===== config.mk =====
export PLATFORM = sky130hd
export DESIGN_NAME = lane_ctl_seq
export DESIGN_NICKNAME = d
export VERILOG_FILES = /design/src/rtl/lcs_pkg.sv /design/src/rtl/lcs_field_bank.sv /design/src/rtl/lcs_req_check.sv /design/src/rtl/lcs_ack_track.sv /design/src/rtl/lane_ctl_seq.sv
export SDC_FILE = /design/constraint.sdc
export NUM_CORES = 1
export LEC_CHECK = 0
export BUFFER_PORTS_ARGS = -buffer_cell sky130_fd_sc_hd__clkbuf_2
export CORE_AREA = 2 2 97 99
export DETAILED_ROUTE_END_ITERATION = 7
export DIE_AREA = 0 0 99 101
export HOLD_SLACK_MARGIN = 0.1
export SLEW_MARGIN = 20
export SYNTH_ARGS = -nofsm -noshare
export SYNTH_HDL_FRONTEND = slang
export SYNTH_SLANG_ARGS = --single-unit
export TNS_END_PERCENT = 10

===== constraint.sdc =====
create_clock -name clk -period 2.7 [get_ports clk]
set_input_delay 0.54 -clock clk [delete_from_list [all_inputs] [get_ports clk]]
set_output_delay 0.54 -clock clk [all_outputs]
set_load 0.02 [all_outputs]

===== src/rtl/lcs_pkg.sv =====
package lcs_pkg;
  localparam logic [2:0] TGT_RX_PWR   = 3'd0;
  localparam logic [2:0] TGT_RX_RATE  = 3'd1;
  localparam logic [2:0] TGT_TX_PWR   = 3'd2;
  localparam logic [2:0] TGT_TX_RATE  = 3'd3;
  localparam logic [2:0] TGT_TX_SRATE = 3'd4;

  localparam logic [1:0] PWR_ON    = 2'b00;
  localparam logic [1:0] PWR_OFF   = 2'b10;
  localparam logic [1:0] RATE_FULL = 2'b00;
  localparam logic [1:0] RATE_QTR  = 2'b10;
  localparam logic [2:0] SR_FULL   = 3'b000;
  localparam logic [2:0] SR_QTR    = 3'b010;

  // Every field accepts only the full/on code or the quarter/off code.
  function automatic logic code_legal(input logic [2:0] tgt, input logic [2:0] code);
    logic ok;
    ok = 1'b0;
    case (tgt)
      TGT_RX_PWR, TGT_TX_PWR:   ok = (code[1:0] == PWR_ON || code[1:0] == PWR_OFF) && !code[2];
      TGT_RX_RATE, TGT_TX_RATE: ok = (code[1:0] == RATE_FULL || code[1:0] == RATE_QTR) && !code[2];
      TGT_TX_SRATE:             ok = (code == SR_FULL || code == SR_QTR);
      default:                  ok = 1'b0;
    endcase
    return ok;
  endfunction

  function automatic logic tgt_on_tx(input logic [2:0] tgt);
    return (tgt == TGT_TX_PWR) || (tgt == TGT_TX_RATE) || (tgt == TGT_TX_SRATE);
  endfunction
endpackage


===== src/rtl/lcs_field_bank.sv =====
module lcs_field_bank #(
  parameter int NL = 4,
  parameter int W = 2,
  parameter logic [W-1:0] RST_VAL = '0
) (
  input  logic            clk,
  input  logic            rst_n,
  input  logic            hold,
  input  logic            we,
  input  logic [NL-1:0]   lane_sel,
  input  logic [W-1:0]    code,
  output logic [NL*W-1:0] q
);
  for (genvar i = 0; i < NL; i++) begin : g_lane
    logic [W-1:0] val;
    always_ff @(posedge clk or negedge rst_n) begin
      if (!rst_n)                   val <= RST_VAL;
      else if (hold)                val <= RST_VAL;
      else if (we && lane_sel[i])   val <= code;
    end
    assign q[i*W +: W] = val;
  end
endmodule


===== src/rtl/lcs_req_check.sv =====
module lcs_req_check
  import lcs_pkg::*;
#(
  parameter int NL = 4
) (
  input  logic            init_done,
  input  logic            busy,
  input  logic            bonded,
  input  logic            req_valid,
  input  logic [2:0]      req_tgt,
  input  logic [NL-1:0]   req_lanes,
  input  logic [2:0]      req_code,
  input  logic [2*NL-1:0] tx_pwr,
  output logic [NL-1:0]   eff_lanes,
  output logic            accept,
  output logic            bad_code,
  output logic            refuse
);
  logic open_win;
  logic legal;
  logic tx_ready;
  logic lanes_ok;

  always_comb begin
    eff_lanes = req_lanes;
    if (bonded) begin
      eff_lanes    = '0;
      eff_lanes[0] = |req_lanes;
    end
  end

  always_comb begin
    tx_ready = 1'b1;
    for (int i = 0; i < NL; i++)
      if (eff_lanes[i] && tx_pwr[2*i +: 2] != PWR_ON) tx_ready = 1'b0;
  end

  assign open_win = init_done && !busy;
  assign legal    = code_legal(req_tgt, req_code);
  assign lanes_ok = (|eff_lanes) && ((req_tgt != TGT_RX_RATE) || tx_ready);
  assign accept   = req_valid && open_win && legal && lanes_ok;
  assign bad_code = req_valid && open_win && !legal;
  assign refuse   = req_valid && (!open_win || (legal && !lanes_ok));
endmodule


===== src/rtl/lcs_ack_track.sv =====
module lcs_ack_track #(
  parameter int NL = 4,
  parameter int TW = 8
) (
  input  logic          clk,
  input  logic          rst_n,
  input  logic          hold,
  input  logic          start,
  input  logic [NL-1:0] start_lanes,
  input  logic          start_tx,
  input  logic          ack_ok,
  input  logic [NL-1:0] rx_ack,
  input  logic [NL-1:0] tx_ack,
  input  logic [TW-1:0] limit,
  output logic          busy,
  output logic          done_ev,
  output logic          tmo_ev
);
  logic [NL-1:0] pend, pend_nxt, ack_use;
  logic          side_tx;
  logic [TW-1:0] cnt;
  logic [TW:0]   cnt_inc;

  assign ack_use  = ack_ok ? (side_tx ? tx_ack : rx_ack) : '0;
  assign pend_nxt = pend & ~ack_use;
  assign cnt_inc  = {1'b0, cnt} + 1'b1;
  assign done_ev  = busy && !hold && (pend_nxt == '0);
  assign tmo_ev   = busy && !hold && !done_ev && (cnt_inc >= {1'b0, limit});

  always_ff @(posedge clk or negedge rst_n) begin
    if (!rst_n) begin
      busy <= 1'b0; pend <= '0; side_tx <= 1'b0; cnt <= '0;
    end else if (hold) begin
      busy <= 1'b0; pend <= '0; cnt <= '0;
    end else if (start) begin
      busy <= 1'b1; pend <= start_lanes; side_tx <= start_tx; cnt <= '0;
    end else if (busy) begin
      pend <= pend_nxt;
      if (done_ev || tmo_ev) busy <= 1'b0;
      else                   cnt  <= cnt_inc[TW-1:0];
    end
  end
endmodule


===== src/rtl/lane_ctl_seq.sv =====
module lane_ctl_seq
  import lcs_pkg::*;
#(
  parameter int NL = 4,
  parameter int TW = 8
) (
  input  logic            clk,
  input  logic            rst_n,
  input  logic            init_done,
  input  logic            clk_stable,
  input  logic            bonded,
  input  logic [TW-1:0]   tmo_limit,
  input  logic            req_valid,
  input  logic [2:0]      req_tgt,
  input  logic [NL-1:0]   req_lanes,
  input  logic [2:0]      req_code,
  input  logic [NL-1:0]   rx_ack,
  input  logic [NL-1:0]   tx_ack,
  output logic [2*NL-1:0] rx_pwr,
  output logic [2*NL-1:0] rx_rate,
  output logic [2*NL-1:0] tx_pwr,
  output logic [2*NL-1:0] tx_rate,
  output logic [3*NL-1:0] tx_srate,
  output logic            busy,
  output logic            done,
  output logic            err_tmo,
  output logic            err_code,
  output logic            req_refused
);
  logic          hold;
  logic [NL-1:0] eff_lanes;
  logic          acc_ev, bad_ev, ref_ev, done_ev, tmo_ev;
  logic          ack_ok;

  assign hold   = !init_done;
  assign ack_ok = init_done && clk_stable;

  lcs_req_check #(.NL(NL)) u_chk_req (
    .init_done(init_done), .busy(busy), .bonded(bonded),
    .req_valid(req_valid), .req_tgt(req_tgt), .req_lanes(req_lanes),
    .req_code(req_code), .tx_pwr(tx_pwr), .eff_lanes(eff_lanes),
    .accept(acc_ev), .bad_code(bad_ev), .refuse(ref_ev)
  );

  lcs_ack_track #(.NL(NL), .TW(TW)) u_track (
    .clk(clk), .rst_n(rst_n), .hold(hold), .start(acc_ev),
    .start_lanes(eff_lanes), .start_tx(tgt_on_tx(req_tgt)), .ack_ok(ack_ok),
    .rx_ack(rx_ack), .tx_ack(tx_ack), .limit(tmo_limit),
    .busy(busy), .done_ev(done_ev), .tmo_ev(tmo_ev)
  );

  lcs_field_bank #(.NL(NL), .W(2), .RST_VAL(PWR_OFF)) u_rx_pwr (
    .clk(clk), .rst_n(rst_n), .hold(hold), .we(acc_ev && req_tgt == TGT_RX_PWR),
    .lane_sel(eff_lanes), .code(req_code[1:0]), .q(rx_pwr));
  lcs_field_bank #(.NL(NL), .W(2), .RST_VAL(RATE_FULL)) u_rx_rate (
    .clk(clk), .rst_n(rst_n), .hold(hold), .we(acc_ev && req_tgt == TGT_RX_RATE),
    .lane_sel(eff_lanes), .code(req_code[1:0]), .q(rx_rate));
  lcs_field_bank #(.NL(NL), .W(2), .RST_VAL(PWR_OFF)) u_tx_pwr (
    .clk(clk), .rst_n(rst_n), .hold(hold), .we(acc_ev && req_tgt == TGT_TX_PWR),
    .lane_sel(eff_lanes), .code(req_code[1:0]), .q(tx_pwr));
  lcs_field_bank #(.NL(NL), .W(2), .RST_VAL(RATE_FULL)) u_tx_rate (
    .clk(clk), .rst_n(rst_n), .hold(hold), .we(acc_ev && req_tgt == TGT_TX_RATE),
    .lane_sel(eff_lanes), .code(req_code[1:0]), .q(tx_rate));
  lcs_field_bank #(.NL(NL), .W(3), .RST_VAL(SR_FULL)) u_tx_srate (
    .clk(clk), .rst_n(rst_n), .hold(hold), .we(acc_ev && req_tgt == TGT_TX_SRATE),
    .lane_sel(eff_lanes), .code(req_code), .q(tx_srate));

  always_ff @(posedge clk or negedge rst_n) begin
    if (!rst_n) begin
      done <= 1'b0; err_tmo <= 1'b0; err_code <= 1'b0; req_refused <= 1'b0;
    end else begin
      done        <= done_ev;
      err_tmo     <= tmo_ev;
      err_code    <= bad_ev;
      req_refused <= ref_ev;
    end
  end
endmodule


[Word level (Yosys, flattened, before mapping)]
Index checks and enable logic that the tools add are counted.
Word-level totals
  output and inout port bits: 49
  flip-flop bits (word level): 62
  input bits: 32
  word-level logic and storage cells: 189
Operators by class
  equality and inequality tests: 29
  reductions and logical operators: 69
  bitwise gates (word level): 2
  magnitude comparators: 1
  $add $sub $neg: 1
  muxes and demuxes: 59
Operators by type and width (count)
  $mux W2: 32
  $logic_and A1 B1 Y1: 43
  $ne A2 B1 Y1 const B: 20
  $mux W8: 4
  $mux W3: 8
  $mux W4: 6
  $reduce_or A4 Y1: 3
  $add A8 B1 Y9 const B: 1
  $eq A3 B2 Y1 const B: 3
  $ge A9 B8 Y1: 1
  $mux W1: 8
  $reduce_bool A2 Y1: 4
  $logic_or A1 B1 Y1: 7
  $logic_not A1 Y1: 6
  $logic_not A3 Y1: 2
  $ne A3 B1 Y1 const B: 2
  $and A4 B4 Y4: 1
  $logic_not A4 Y1: 1
  $not A4 Y4: 1
  $reduce_and A2 Y1: 2
  $eq A3 B1 Y1 const B: 1
  $eq A3 B3 Y1 const B: 1
  $ne A3 B3 Y1 const B: 1
  $eq A2 B2 Y1 const B: 1
  other kinds (2): 2

[Logic depth before layout (Yosys ltp)]
Gate-level depths: netlist of the first run.
  word-level depth: 14
  depth in mapped cells: 12
  depth with buffers taken out: 12

[Modules after synthesis]
Synthesis of the first run repeated with hierarchy kept, for this count alone.
Second synthesis, totals
  cell total of the unflattened synthesis: 335
  area total of the unflattened synthesis: 3538.4 sq um
Modules (own cells, without submodules)
  lcs_ack_track: area an instance 1147.4 sq um, cells an instance 128, times used 1, sequential area each 350.3 sq um
  lcs_field_bank at u_rx_rate ...: area an instance 382.9 sq um, cells an instance 30, times used 2, sequential area each 200.2 sq um
  lcs_field_bank at u_rx_pwr ...: area an instance 376.6 sq um, cells an instance 32, times used 2, sequential area each 205.2 sq um
  lcs_field_bank at u_tx_srate: area an instance 550.5 sq um, cells an instance 45, times used 1, sequential area each 300.3 sq um
  lane_ctl_seq: area an instance 177.7 sq um, cells an instance 13, times used 1, sequential area each 100.1 sq um
  lcs_req_check: area an instance 143.9 sq um, cells an instance 25, times used 1, sequential area each 0.0 sq um

[Worst setup path before layout of the first run]
No wires, ideal clock.
  path type: register to register
  start point: reg u_track.cnt[0]
  end point: reg u_track.cnt[3]
  required time: 2.637 ns
  arrival: 2.691 ns
  cell stages (with the launch flop): 13
  library setup time: 0.063 ns
  clock period less this slack: 2.754 ns
  path slack: -0.054 ns
  buffers on the path: 0
  cell sequence: dfrtp_1 -> ha_1 -> and4_1 -> nand2_1 -> or2_2 -> nand2_1 -> ha_1 -> o21a_1 -> a221oi_1 -> o31a_1 -> nand4_2 -> nand2b_1 -> a21bo_2
On the way
  word-level cells in the longest chain between the ends: 6
  elaborated cells on any way between the ends: 10
  classes of those cells: 1 x add/sub; 1 x order compare; 1 x eq/ne; 4 x mux; 3 x reduce/logical
RTL lines
  start: declaration: RTL line lcs_ack_track.sv:21  | logic [TW-1:0] cnt;
  start signal: assignment: RTL line lcs_ack_track.sv:40  | else cnt <= cnt_inc[TW-1:0];
  $add A8 B1 Y9 (*): RTL line lcs_ack_track.sv:26  | assign cnt_inc = {1'b0, cnt} + 1'b1;
  $ge A9 B8 Y1: RTL line lcs_ack_track.sv:28  | assign tmo_ev = busy && !hold && !done_ev && (cnt_inc >= {1'b0, limit});
  $logic_and A1 B1 Y1: RTL line lcs_ack_track.sv:28
  $logic_or A1 B1 Y1: RTL line lcs_ack_track.sv:39  | if (done_ev || tmo_ev) busy <= 1'b0;
  $ne A3 B3 Y1 (no source line)
  $reduce_and A2 Y1 (no source line)
Every way passes the cells marked *; elsewhere a longest branch is shown, timed or not. The select of a mux whose other input is x is not followed.
A chain may end at the register's enable or synchronous reset.

[Worst setup path in the final report of the first run]
  start point: reg u_track.cnt[1]
  end point: reg u_track.cnt[7]
The elaborated chain is that of the path after synthesis.

==> results.toml, run 1 <==
[min_path]
hold_path_class = "input port to async pin"

[critical_path]
ff2ff_path_depth = 12
critical_path.max_stage_delay_ps = 370
critPathLaunchType = "register"
crit_family = "compound AO/OA/AOI/OAI gates"
worstPathArrival_ps = 2950
critPathKind = "register to register"
critPathRequiredTime_ps = 2920
worstPathCellList = "ha_2, and4_4, nand2_2, or2_4, nand2_4, ha_4, o21a_1, a221oi_2, o31a_1, buf_6, a31oi_4, a21bo_2"
endpoint_kind = "register"
cp_max_fo = 8
critPathBufInv = 1
cp.depth = 12
slowest_stage = "dfrtp_1"

[clocking]
clk_pin_slew_worst_paths_ps = 70
cts-root-buf = "clkbuf_8"
cts_tree = "built"
cts_hold_buf = 0
worstSkewPairLatency_ps = 340
clockBufferDepth = 2
numClockSinks = 62
htreeDepth = 3
cts_buffers = 9

[global_routing]
grt_pass1_vias = 2503
antenna_found_initial = 0
gr-total-overflow = 0
grt_max_degree = 44
grt_pass1_wl_mm = 12.3
grt_util_all_layers = 0.156

[synth]
synth_async_sr_flop_share = 1.00
seq_area_frac_synth = 0.506
synth.net_count = 341
synth-seq-cells = 62
ys_types = 47
yosysWarningCount = 0
ys.flop_type = "dfrtp_1"
postSynthAreaPerCell_um2 = 10.3
synthCells = 300
syn-cell-area_um2 = 3080
synth_edf_count = 0

[run_status]
violations = "setup timing"
run_status = "finished, violations left"

[drt]
vias = 2553
route.detailed.drc = 0
finalWirelength_mm = 7.73
post_drt_wl_per_cell_um = 14.8
viasPerCell = 4.89
ant_nets = 0
drtPass1Iterations = 4
drt-initial-drc-count = 73

[timing]
rsz0062_at_grt = "true"
post-route-period-util = 1.01
maxSlewHeadroom = 0.603
slew_viol_final = 0
setup_ws_ps = -30.5
fin_worst_skew_ps = 11.8
finalCriticalPeriod_ps = 2730
setup_viol = 4
tightest_slew_ps = 595
max_freq_mhz = 366
hold_ws_ps = 190
hold_violations = 0

[cells_and_area]
seqCellArea_um2 = 1560
multi_input_area_um2 = 1550
syn2layout_area_growth_pct = 32.8
diodes = 0
finalNetCount = 447
fin_area_um2 = 4100
fillers = 838
final_util = 0.456
drive_gt1_frac = 0.375

[flow_run]
maxCapViolCount = 0

[die]
io_pins = 81
core.rowCount = 35
core_area_um2 = 8980
dieArea_um2 = 10000
initial_core_util = 0.344
die_h_um = 101
fp.dieW_um = 99

[placement]
place_ws_ps = -143
dpl_cell_area_um2 = 3720
io_buffers = 80
place_hpwl_mm = 5.81
place.gp.congestion = 0.791

[power]
power.density_nw_per_um2 = 497
total_leakage_power_uw = 0.00213
peakVddDrop_mv = 0.353
[layout make-up]
class | count | share of cell area
multi-input combinational | 221 | 0.378
sequential | 62 | 0.381
clock buffer | 11 | 0.0370
clock inverter | 5 | 0.0199
tap | 111 | 0.0339
inverter | 11 | 0.0101
timing repair buffer | 101 | 0.140
[state kept, by name, indices dropped and copies added (netlist names)]
name	count
req_refused	1
u_rx_pwr.g_lane.val	8
err_code	1
u_tx_rate.g_lane.val	8
u_track.busy	1
u_track.cnt	8
u_rx_rate.g_lane.val	8
u_tx_pwr.g_lane.val	8
err_tmo	1
u_track.side_tx	1
u_track.pend	4
done	1
u_tx_srate.g_lane.val	12
[where the power goes]
group | total (uW) | switching (uW) | internal (uW)
Clock | 928 | 358 | 570
Sequential | 946 | 10.1 | 936
Combinational | 161 | 103 | 58.0
[layout by cell type, fill, tap and decap left out, types with 2 or more instances in the layout]
cell type / count
a21bo_2: 3
a21o_1: 5
a21oi_1: 6
and3_1: 18
buf_4: 19
bufinv_16: 2
clkbuf_2: 80
clkbuf_8: 11
dfrtp_1: 54
dfstp_2: 8
ha_1: 6
ha_4: 2
inv_1: 11
mux2i_1: 22
nand2_1: 46
nand2_2: 2
nand2b_1: 9
nand3_1: 8
nand4_1: 5
nand4_4: 2
nor2_1: 25
nor2b_1: 4
nor3b_1: 2
nor4_1: 3
o21a_1: 3
o21ai_0: 11
o22ai_1: 2
o31a_1: 3
o31ai_1: 5
or2_2: 2
or2_4: 2
xnor2_1: 2
[worst paths after layout]
check	start	to	slack [ps]
min	rst_n	u_tx_srate.g_lane[2].val[0]$_DFFE_PN0P_	190
max	u_track.cnt[1]$_DFFE_PN0P_	u_track.cnt[7]$_DFFE_PN0P_	-30
min in group clk	req_valid	req_refused$_DFF_PN0_	460
min reg2reg	u_rx_pwr.g_lane[0].val[1]$_DFFE_PN1P_	u_rx_pwr.g_lane[0].val[1]$_DFFE_PN1P_	500
max in group asynchronous	rst_n	u_tx_pwr.g_lane[1].val[1]$_DFFE_PN1P_	1830
max reg2reg	u_track.cnt[1]$_DFFE_PN0P_	u_track.cnt[7]$_DFFE_PN0P_	-30
[cell usage after synthesis, drive strengths merged, types with 3 or more instances]
cell type	n	area, um^2
nand2	49	184
nand4	7	65.1
o31a	3	26.3
ha	9	113
dfrtp	54	1350
nor2	27	104
nor2b	4	25.0
nand2b	9	56.3
nand3	9	45.0
o21ai	12	63.8
nor4	4	31.3
a21o	5	37.5
dfstp	8	210
o31ai	5	37.5
a21bo	3	30.0
a21oi	6	30.0
or2	4	27.5
clkbuf	6	22.5
and3	18	113
o21a	3	22.5
mux2i	22	220
inv	11	41.3
[metrics by stage]
stage / setup TNS, ps / power, uW / instances
final: -44.4 / 2040 / 522
after CTS: 0 / 2070 / 516
after global routing: -777 / 2130 / 522
after global placement: -161 / 1120 / 497
after detailed placement: -639 / 1130 / 497
after floorplan: 0 / 1040 / 300
[cells by family (layout without fill, tap and decap cells)]
group | after synthesis | in the layout | synth area share
DFF | 62 | 62 | 0.506
AOI/OAI and AO/OA | 49 | 49 | 0.129
muxes | 22 | 22 | 0.0714
buffers and inverters | 18 | 128 | 0.0223
adders and majority gates | 9 | 9 | 0.0365
and+or+nand+nor | 137 | 138 | 0.226
xor gates and xnor gates | 3 | 3 | 0.00852
[routing by layer]
layer / track usage / share of wire / up-vias / wire length [um]
met4: 0.0537 / 0.0044 / 0 / 34
met3: 0.0485 / 0.058 / 4 / 448
met1: 0.199 / 0.45 / 1221 / 3510
met5: 0 / 0 / - / 0
li1: - / - / 1265 / -
met2: 0.250 / 0.48 / 63 / 3740
[what timing repair did]
| item | in CTS | in global routing |
|---|---|---|
| pin swaps | 8 | 12 |
| endpoints found under the setup margin | 9 | 9 |
| gates resized for setup | 6 | 8 |
| gates cloned | 0 | 1 |
| buffers inserted | 3 | 5 |
Power figures use the tool's default switching activity.
==> inputs of run 2 (changes only) <==
- BUFFER_PORTS_ARGS: -buffer_cell sky130_fd_sc_hd__clkbuf_2 -> unset
- DONT_BUFFER_PORTS: unset -> 1
- GPL_TIMING_DRIVEN: unset -> 0
==> results.toml, run 2 (same netlist as run 1, synthesis figures left out) <==
[placement]
place_ws_ps = -378
place_hpwl_mm = 5.57
dp.cells = 411
io_buffers = 0
place.gp.congestion = 0.853

[drt]
ant_nets = 0
viasPerCell = 5.22
drt-initial-drc-count = 85
finalWirelength_mm = 7.72
vias = 2316
post_drt_wl_per_cell_um = 17.4
route.detailed.drc = 0
drtPass1Iterations = 4

[die]
core_area_um2 = 8980
initial_core_util = 0.344
core.rowCount = 35
die_h_um = 101
io_pins = 81
dieArea_um2 = 10000
fp.dieW_um = 99

[timing]
slew_viol_final = 0
hold_violations = 0
finalCriticalPeriod_ps = 2720
tightest_slew_ps = 711
rsz0062_at_grt = "true"
max_freq_mhz = 368
fin_worst_skew_ps = 12.9
setup_viol = 4
setup_ws_ps = -18.0
post-route-period-util = 1.01
maxSlewHeadroom = 0.522

[min_path]
hold_path_class = "input port to register"
hold_depth = 1

[power]
power.density_nw_per_um2 = 515
switchingPower_uw = 466
total_leakage_power_uw = 0.00177
p_clk_frac = 0.430
power_frac_seq = 0.498
peakVddDrop_mv = 0.344
switching_share = 0.246
power_uw = 1890
intPower_uw = 1430
combPwrFrac = 0.072

[cells_and_area]
mostFrequentLayoutCell = "dfrtp_1"
largest_reg_flops = 12
finalNetCount = 369
syn2layout_area_growth_pct = 19.1
stdcell_count = 444
max_flop_register = "u_tx_srate.g_lane.val"
diodes = 0
drive_gt1_frac = 0.207
layout_common_cells = "dfrtp_1 (53), nand2_1 (46), nor2_1 (26)"
final_util = 0.409

[global_routing]
gr-total-overflow = 0
antenna_found_initial = 0
grt_util_all_layers = 0.158
grt_max_degree = 63
grt_pass1_wl_mm = 12.2
grt_pass1_vias = 2386

[clocking]
numClockSinks = 62
htreeDepth = 3
clockBufferDepth = 2
clk_pin_slew_worst_paths_ps = 70
cts_tree = "built"
worstSkewPairLatency_ps = 350
cts_buffers = 9
cts-root-buf = "clkbuf_8"

[critical_path]
cp-endpoint = "u_track.cnt[1]$_DFFE_PN0P_"
reg2reg_slack_ps = -20
critPathLaunch = "u_track.cnt[0]$_DFFE_PN0P_"
endpoint_kind = "register"
critPathKind = "register to register"
critPathRequiredTime_ps = 2930
critPathLaunchType = "register"
r2r-start = "u_track.cnt[0]$_DFFE_PN0P_"
ff2ff_path_depth = 12
r2r-end = "u_track.cnt[1]$_DFFE_PN0P_"
worstPathArrival_ps = 2950
cp_max_fo = 8

[run_status]
violations = "setup timing"
run_status = "finished, violations left"

[flow_run]
maxCapViolCount = 0
-- run 2: worst min-delay path by stage --
| stage | from | to | slack, ps |
|---|---|---|---|
| after global routing | req_valid | req_refused$_DFF_PN0_ | 300 |
| after detailed placement | rst_n | u_tx_srate.g_lane[0].val[2]$_DFFE_PN0P_ | 250 |
| final | req_tgt[0] | u_tx_rate.g_lane[0].val[0]$_DFFE_PN0P_ | 300 |
| after CTS | req_tgt[0] | u_tx_rate.g_lane[0].val[0]$_DFFE_PN0P_ | 290 |
| after floorplan | rst_n | done$_DFF_PN0_ | 240 |
| after global placement | rst_n | u_tx_srate.g_lane[0].val[0]$_DFFE_PN0P_ | 250 |
-- run 2: cell type report --
class | instances | area (um^2)
tap | 111 | 139
sequential | 62 | 1560
timing repair buffer | 16 | 150
inverter | 11 | 41.3
buffer | 7 | 27.5
fill | 879 | 5300
clock buffer | 10 | 138
clock inverter | 6 | 61.3
multi-input combinational | 221 | 1550
-- run 2: what timing repair did --
action	in CTS	in global routing
endpoints found under the setup margin	9	9
hold endpoints to repair	62	0
setup buffers	14	0
hold buffers	2	0
pin swaps	13	3
gates resized for setup	15	2
cloned	1	0
-- run 2: power by group through the flow --
stage,logic [uW],registers [uW],clock network (uW)
2_1_floorplan,82.1,959,0
3_3_place_gp,108,961,0
3_5_place_dp,109,961,0
4_1_cts,138,943,835
5_1_grt,153,943,871
6_report,136,943,815
-- run 2: stage by stage --
step	TNS, ps	instance area [um^2]	hold WS [ps]
floorplan	0	3100	244
global route	-805	3670	296
global placement	-2050	3230	246
detailed placement	-2570	3230	245
finish	-42.8	3670	302
CTS	0	3660	287
-- run 2: critical path, stage by stage, from the launching register on --
cell and delay (ps):
dfrtp_2 410, ha_4 140, and4_4 210, nand2_2 60, or2_4 250, nand2_4 70
ha_4 200, o21a_1 190, a221oi_2 240, o31a_1 310, buf_6 150, a31oi_4 130
a2bb2o_4 260
-- run 2: layer usage --
layer	routed length, um	vias up	track usage
met2	3660	60	0.248
met1	3330	1132	0.195
met4	140	0	0.0695
met5	0	-	0
li1	-	1111	-
met3	591	13	0.0589
==> inputs of run 3 (changes only) <==
- CORE_AREA: 2 2 97 99 -> 2 2 104 106
- DIE_AREA: 0 0 99 101 -> 0 0 106 108
- SYNTH_HIERARCHICAL: unset -> 1
==> results.toml, run 3 <==
[run_status]
run_status = "finished, final reports clean"

[clocking]
cts_tree = "built"
clk_pin_slew_worst_paths_ps = 70
worstSkewPairLatency_ps = 340
clockBufferDepth = 2
htreeDepth = 3
cts_buffers = 9
cts-root-buf = "clkbuf_8"
numClockSinks = 62

[placement]
place_hpwl_mm = 5.99
dpl_cell_area_um2 = 3710
io_buffers = 0
place.gp.congestion = 0.753
dp.cells = 471

[global_routing]
grt_max_degree = 63
grt_pass1_wl_mm = 13.9
grt_util_all_layers = 0.155
antenna_found_initial = 0
gr-total-overflow = 0
grt_pass1_vias = 2686

[cells_and_area]
layout_common_cells = "dfrtp_1 (51), mux2i_1 (44), nand2b_1 (40)"
stdcell_count = 492
final_util = 0.398
drive_gt1_frac = 0.228
max_flop_register = "u_tx_srate/g_lane.val"
mostFrequentLayoutCell = "dfrtp_1"
multi_input_area_um2 = 1920
diodes = 0
largest_reg_flops = 12
finalNetCount = 392
fin_area_um2 = 4070
syn2layout_area_growth_pct = 15.0
seqCellArea_um2 = 1570
fillers = 1023

[drt]
drtPass1Iterations = 4
route.detailed.drc = 0
drt-initial-drc-count = 129
vias = 2579
viasPerCell = 5.24
finalWirelength_mm = 8.58
ant_nets = 0
post_drt_wl_per_cell_um = 17.4

[synth]
postSynthAreaPerCell_um2 = 10.6
synth.net_count = 376
synth-seq-cells = 62
synth_common_cells = "dfrtp_1 (54), mux2i_1 (44), nand2b_1 (40)"
synth_async_sr_flop_share = 1.00
syn-cell-area_um2 = 3540
yosysWarningCount = 6
yosysMostFrequentCell = "dfrtp_1"
synth_edf_count = 0
seq_area_frac_synth = 0.441
ys.flop_type = "dfrtp_1"
yosys.area.top_type = "dfrtp_1"
synthCells = 335
synth_top_area_share = 0.382
ys_types = 55
synth_area_leaders = "dfrtp_1 (38%), mux2i_1 (12%), nand2b_1 (7.1%)"

[critical_path]
r2r-start = "u_track/cnt[0]$_DFFE_PN0P_"
critPathLaunchType = "register"
reg2reg_slack_ps = 30
critPathKind = "register to register"
critPathRequiredTime_ps = 2970
critical_path.max_stage_delay_ps = 430
ff2ff_path_depth = 12
cp_max_fo = 5
slowest_stage = "dfrtp_2"
worstPathArrival_ps = 2940
r2r-end = "u_track/cnt[0]$_DFFE_PN0P_"
endpoint_kind = "register"
worstPathCellList = "ha_4, nand3_4, inv_2, nand3_4, xnor2_2, ha_1, o21ai_2, nor2_2, or3b_4, buf_6, or4_4, a21oi_2"
cp_common_cell = "nand3_4"
critPathLaunch = "u_track/cnt[0]$_DFFE_PN0P_"

[timing]
fin_worst_skew_ps = 9.04
post-route-period-util = 0.989
rsz0062_at_grt = "true"
finalCriticalPeriod_ps = 2670
max_freq_mhz = 375
hold_violations = 0
setup_viol = 0
tightest_slew_ps = 953
maxSlewHeadroom = 0.364
slew_viol_final = 0

[power]
switching_share = 0.234
peakVddDrop_mv = 0.257
total_leakage_power_uw = 0.00184
intPower_uw = 1470
power_frac_seq = 0.493
p_clk_frac = 0.429
power.density_nw_per_um2 = 471
combPwrFrac = 0.078
switchingPower_uw = 449

[die]
core_area_um2 = 10200
core.rowCount = 37
dieArea_um2 = 11400
initial_core_util = 0.346
fp.dieW_um = 106
die_h_um = 108
io_pins = 81

[min_path]
hold_depth = 2
min-delay-start = "req_code[0]"
hold_path_class = "input port to register"
min_to = "u_tx_pwr/g_lane[3].val[0]$_DFFE_PN0P_"

[flow_run]
maxCapViolCount = 0
## run 3: repair_timing
action / in CTS / in global routing
resized for setup: 15 / 9
pin swaps: 3 / 5
hold buffers: 2 / 0
buffers inserted: 2 / 0
endpoints found under the setup margin: 30 / 11
endpoints found under the hold margin: 62 / 0
gates cloned: 0 / 1
## run 3: worst max path at each step
stage                                                    endpoint  slack [ps]  cells after the start
after floorplan                        u_track/cnt[0]$_DFFE_PN0P_         100                     12
after global placement                u_track/pend[1]$_DFFE_PN0P_        -380                      8
after detailed placement  u_tx_srate/g_lane[2].val[0]$_DFFE_PN0P_        -390                      8
after CTS                              u_track/cnt[0]$_DFFE_PN0P_           3                     10
after global routing                   u_track/cnt[1]$_DFFE_PN0P_        -100                     10
final                                  u_track/cnt[0]$_DFFE_PN0P_          30                     12
## run 3: logic make-up (layout without fill, tap and decap cells)
logic type / after synthesis / count (layout) / synth area share
buffers and inverters: 27 / 48 / 0.0446
adder cells (fa/ha/maj): 9 / 9 / 0.0318
multiplexers: 49 / 49 / 0.141
XOR/XNOR: 6 / 6 / 0.0149
AND/OR/NAND/NOR: 137 / 137 / 0.243
flip-flops: 62 / 62 / 0.441
AO/OA/AOI/OAI: 45 / 45 / 0.0831
## run 3: critical path, delay by kind of cell, from the launching register on
| kind | cells | cell delay, ps |
|---|---|---|
| and+or+nand+nor | 5 | 1060 |
| buffers and inverters | 2 | 230 |
| DFF | 1 | 430 |
| adders and majority gates | 2 | 490 |
| AOI/OAI and AO/OA | 2 | 250 |
| xor gates and xnor gates | 1 | 150 |
## run 3: power groups by stage
stage / clock network (uW) / logic, uW / registers (uW)
after floorplan: 0 / 94.9 / 961
after global placement: 0 / 120 / 963
after detailed placement: 0 / 123 / 964
after CTS: 853 / 150 / 946
after global routing: 889 / 167 / 946
final: 822 / 150 / 946
## run 3: layer usage
metal  track usage  vias to the layer above  wire, um
li1              -                     1209         -
met4        0.0517                        0       107
met5             0                        -         0
met2         0.258                       65      4270
met3        0.0555                        9       547
met1         0.189                     1296      3660
## run 3: final cells by class
cell class | count | area share
clock inverter | 4 | 0.0111
timing repair buffer | 5 | 0.0141
clock buffer | 12 | 0.0381
multi-input combinational | 246 | 0.471
sequential | 62 | 0.385
tap | 136 | 0.0418
inverter | 15 | 0.0138
buffer | 12 | 0.0255
## run 3: per-stage QoR
step | setup slack (ps) | hold WS, ps | total power [uW] | TNS (ps)
CTS | 3.30 | 328 | 1950 | 0
global placement | -377 | 246 | 1080 | -15850
global route | -96.8 | 349 | 2000 | -716
finish | 30.1 | 347 | 1920 | 0
detailed placement | -390 | 246 | 1090 | -16970
floorplan | 102 | 244 | 1060 | 0
